## src/rtl/can_bit_timer.sv

```systemverilog
module can_bit_timer #(
  parameter int PW  = 7,
  parameter int T1W = 5,
  parameter int T2W = 4
) (
  input  logic           clk,
  input  logic           rst_n,
  input  logic           en,
  input  logic [PW-1:0]  presc,
  input  logic [T1W-1:0] tseg1_len,
  input  logic [T2W-1:0] tseg2_len,
  output logic           tq_tick,
  output logic [1:0]     seg,
  output logic           sample_pt,
  output logic           bit_end
);
  localparam int QW = (T1W > T2W) ? T1W : T2W;
  localparam logic [1:0] S_SYNC = 2'd0, S_ONE = 2'd1, S_TWO = 2'd2;

  logic [PW-1:0]  p_q, pc;
  logic [T1W-1:0] t1_q;
  logic [T2W-1:0] t2_q;
  logic [QW-1:0]  qc;
  logic [1:0]     seg_q;
  logic           run, last1, last2;

  assign run       = en && rst_n;
  assign last1     = (qc == QW'(t1_q - T1W'(1)));
  assign last2     = (qc == QW'(t2_q - T2W'(1)));
  assign tq_tick   = run && (pc == p_q - PW'(1));
  assign sample_pt = tq_tick && (seg_q == S_ONE) && last1;
  assign bit_end   = tq_tick && (seg_q == S_TWO) && last2;
  assign seg       = run ? seg_q : S_SYNC;

  always_ff @(posedge clk) begin
    if (!rst_n) begin
      p_q   <= PW'(1);
      t1_q  <= T1W'(1);
      t2_q  <= T2W'(1);
      pc    <= '0;
      qc    <= '0;
      seg_q <= S_SYNC;
    end else if (!en) begin
      p_q   <= presc;
      t1_q  <= tseg1_len;
      t2_q  <= tseg2_len;
      pc    <= '0;
      qc    <= '0;
      seg_q <= S_SYNC;
    end else begin
      pc <= tq_tick ? '0 : pc + PW'(1);
      if (bit_end) begin
        p_q  <= presc;
        t1_q <= tseg1_len;
        t2_q <= tseg2_len;
      end
      if (tq_tick) begin
        case (seg_q)
          S_SYNC: begin
            seg_q <= S_ONE;
            qc    <= '0;
          end
          S_ONE: begin
            if (last1) begin
              seg_q <= S_TWO;
              qc    <= '0;
            end else begin
              qc <= qc + QW'(1);
            end
          end
          default: begin
            if (last2) begin
              seg_q <= S_SYNC;
              qc    <= '0;
            end else begin
              qc <= qc + QW'(1);
            end
          end
        endcase
      end
    end
  end
endmodule


```

## config.mk

```make
export PLATFORM = sky130hd
export DESIGN_NAME = can_bit_timer
export DESIGN_NICKNAME = d
export VERILOG_FILES = /design/src/rtl/can_bit_timer.sv
export SDC_FILE = /design/constraint.sdc
export NUM_CORES = 1
export LEC_CHECK = 0
export BUFFER_PORTS_ARGS = -buffer_cell sky130_fd_sc_hd__buf_2
export CAP_MARGIN = 15
export CORE_MARGIN = 1
export CORE_UTILIZATION = 57
export DETAILED_ROUTE_END_ITERATION = 10
export MAX_ROUTING_LAYER = met4
export PLACE_DENSITY_LB_ADDON = 0.1
export SLEW_MARGIN = 10
export SYNTH_ARGS = -nofsm -noshare
export SYNTH_HDL_FRONTEND = slang
export SYNTH_SLANG_ARGS = --single-unit
```

## constraint.sdc

```tcl
create_clock -name clk -period 2.87 [get_ports clk]
set_input_delay 0.7175 -clock clk [delete_from_list [all_inputs] [get_ports clk]]
set_output_delay 0.7175 -clock clk [all_outputs]
set_load 0.02 [all_outputs]
```

==> summary.md <==
| Metric | Value |
|---|---|
| Final slew viol count | `0` |
| Register area share after synthesis | `between 30% and 40%` |
| Via-to-Cell Ratio | `5.559` |
| Clk_lat worst skew | `0.34 ns` |
| Hold Path Sink | `pc[0]` |
| EDFF count, synth | `0` |
| N_diodes | `0` |
| First-pass GRT wire length | `6831 um` |
| Tmin final | `between 2 and 3 ns` |
| Crit path buffers/inverters | `2` |
| P_leak | `just under 1 nW` |
| Synth area leader | `dfxtp_1` |
| DR pass1 iterations | `4` |
| Final setup vio count | `1` |
| Placed Area | `approximately 2000 um2` |
| Vias | `between 1,500 and 2,000` |
| Largest net degree at the start of global routing | `27` |
| Hold buffers post-CTS | `0` |
| Residual DRC | `0` |
| Final Skew | `0.006180 ns` |
| Synthesized area per cell | `8.669 um2` |
| Crit path arrival time | `~2.2 ns` |
| Top_reg_cell synth | `dfxtp_1` |
| PwrDens | `around 420 nW/um2` |
| RSZ-0062 raised after global routing | `true` |
| Clock share of power | `27.7%` |
| GRT Residual Overflow | `0` |
| Count of cell types in the netlist | `44` |
| PortBufs | `23` |
| Nets | `approximately 280` |
| Std-Cell Rows | `20` |
| Worst-Margin Slew | `1.057 ns` |
| H-tree depth | `2` |
| Dpl hpwl | `2777 um` |
| Status | `finished with violations` |
| Initial antenna violation count | `0` |
| CTS Buf Count | `5` |
| Routed Antenna Nets | `0` |
| Initial drt markers | `89` |
| CTS sink cnt | `30` |
| Worst-path clk slew | `0.10 ns` |
| R2R Path End | `t2_q[3]` |
| Ys async rst share | `0%` |
| Achievable clock frequency | `340.9 MHz` |
| Critical Path Start Type | `flop` |
| Avg WL per Cell | `14.12 um` |
| Reg2Reg Setup Slack | `0.07 ns` |
| Crit Path Class | `reg2out` |
| Clock Tree Root | `clkbuf_4` |
| Hold path start | `pc[0]` |
| CTS tree | `built` |
| Cells after synthesis | `210` |
| Cells along the critical path | `inv_2, ha_4, o21ba_4, a221oi_4, o2111ai_2, or3b_4, nor3_2, buf_4` |
| Die H | `58.52 um` |
| Int Power | `684.4 uW` |
| MaxCap Viol Count | `0` |
| Overall Global Routing Usage | `between 20% and 30%` |
| Hold WC Path Type | `reg2reg` |
| Chip width | `58.52 um` |
| Crit. End Element | `primary output` |
| Max clock buf depth | `2` |
| Setup ws final | `-0.06364 ns` |
| Worst Reg-to-Reg Cells | `7` |
| Seq pwr share | `between 40% and 50%` |
| Syn_nets | `234` |
| Critical path's largest stage delay | `0.43 ns` |
| Hold depth | `1` |
| Share of cells above drive strength 1 | `between 30% and 40%` |
| Initial Util | `59.63%` |
| Final Util | `76.35%` |
| Design Power | `970.6 uW` |
| R2r startpoint | `p_q[2]` |
| Die ar. | `3424 um2` |
| Net Switching | `286.2 uW` |
| Synth top area cells | `dfxtp_1 33%, mux2i_1 9.3%, nand2_1 7.0%` |
| Drt total wl | `about 4200 um` |
| Final setup TNS | `-0.06364 ns` |
| Max-slew headroom | `29.57%` |
| Failing checks | `setup timing` |
| Vias in the first global route | `1,619` |
| Peak VDD IR | `approximately 0.34 mV` |
| Cell area after synthesis | `roughly 1800 um2` |
| Final Cycle Share | `102.2%` |
| Switch share | `29.48%` |
| CP max FO | `4` |
| Seq cells post-synth | `30` |
| Fin area | `2331 um2` |
| CP top delay family | `compound AO/OA/AOI/OAI gates` |
| Area Growth Syn to Fin | `28.04%` |
| Worst path slowest cell | `or3b_4` |
| Synth warnings | `0` |
| GPL Wtd Cong | `0.8660` |
| Comb pwr share | `roughly a quarter` |
| Share of the synthesized area in the top cell type | `about a third` |
| Final hold vios | `0` |
| WP data required | `2.15 ns` |
| Core area | `3053 um2` |
| DP Worst Slack | `0.08197 ns` |
| Top Ports | `24` |
-- synth_stat cells, types with 3 or more instances --
cell type / count
o41ai_1: 3
a32oi_1: 3
inv_1: 9
xnor2_1: 14
xor2_1: 10
nand2_1: 34
buf_2: 3
and3_1: 8
nor2_1: 18
mux2i_1: 17
dfxtp_1: 30
o21ai_0: 3
o31ai_1: 3
clkbuf_1: 5
nor3_1: 5
ha_1: 5
nand3_1: 8
-- power groups by stage --
stage	clock network (mW)	logic (mW)	registers, mW
after global routing	0.298	0.268	0.457
after global placement	0	0.158	0.460
after floorplan	0	0.128	0.457
after CTS	0.273	0.218	0.451
after detailed placement	0	0.165	0.462
final	0.269	0.248	0.454
-- logic make-up (layout without fill, tap and decap cells) --
group / count (synthesis) / count (layout) / synth area share [%]
xor+xnor: 24 / 24 / 11.55
compound gates: 27 / 27 / 13.54
fa+ha+maj: 5 / 5 / 3.436
mux: 18 / 18 / 9.965
flops: 30 / 30 / 32.99
simple gates: 86 / 86 / 22.48
buf+inv: 20 / 63 / 6.048
-- per-stage QoR --
step                hold WS [ns]  std cells
floorplan                 0.4356        210
global placement          0.4634        273
detailed placement        0.4649        273
CTS                       0.4862        295
global route              0.5091        297
finish                    0.4798        297
-- sequential cells by signal (all words and copies together), names as in the netlist --
name / cells
pc: 7
seg_q: 2
qc: 5
t2_q: 4
p_q: 7
t1_q: 5
-- worst register-to-register path, cell delays in order, from the launching register on --
cell	delay [ns]
dfxtp_4	0.37
or3_4	0.40
o31ai_4	0.19
a21oi_2	0.11
o31ai_4	0.34
buf_4	0.19
o31a_1	0.83
mux2i_1	0.29
-- worst max-delay path by stage --
stage                  from       to  slack (ns)  depth (start not counted)
finish              t2_q[1]  bit_end       -0.06                          8
global route        t2_q[1]  bit_end       -0.17                          8
CTS                 t2_q[0]  bit_end       -0.07                          8
detailed placement  t2_q[0]  bit_end        0.08                          8
global placement    t2_q[0]  bit_end        0.18                          8
floorplan            p_q[0]  bit_end       -0.04                          9
-- cell usage in the layout, fill, tap and decap left out, drive strengths merged, types with 3 or more instances in the layout --
cell type	netlist	final
nor2	18	18
and3	8	8
inv	9	9
xnor2	14	14
mux2i	17	17
o31ai	4	4
o21ai	3	3
buf	6	46
a32oi	3	3
nand2	34	34
o41ai	3	3
nor3	6	6
clkbuf	5	7
dfxtp	30	30
ha	5	5
nand3	8	8
xor2	10	10
-- routing by layer --
| metal | vias up | wire, um | global-route usage [%] |
|---|---|---|---|
| met2 | 22 | 2235 | 47.45 |
| met5 | - | 0 | - |
| met4 | 0 | 64 | 11.22 |
| met1 | 803 | 1762 | 29.16 |
| li1 | 819 | - | - |
| met3 | 7 | 131 | 7.253 |
-- cell type report --
| cell class | instances | area, um2 |
|---|---|---|
| repair buffers | 46 | 299.0 |
| clock buffers | 7 | 55.05 |
| flip-flops and latches | 30 | 614.3 |
| fillers | 227 | 721.9 |
| multi-input cells | 160 | 1269 |
| inverters | 9 | 33.78 |
| well taps | 44 | 55.05 |
| clock inverters | 1 | 5.005 |
-- timing repair --
item,4_1_cts,5_1_grt
pin swaps,12,11
resized for setup,26,17
setup endpoints to repair,3,20
setup buffers,14,2
cloned,0,0
Note: power is estimated with default switching activity, not from simulation.
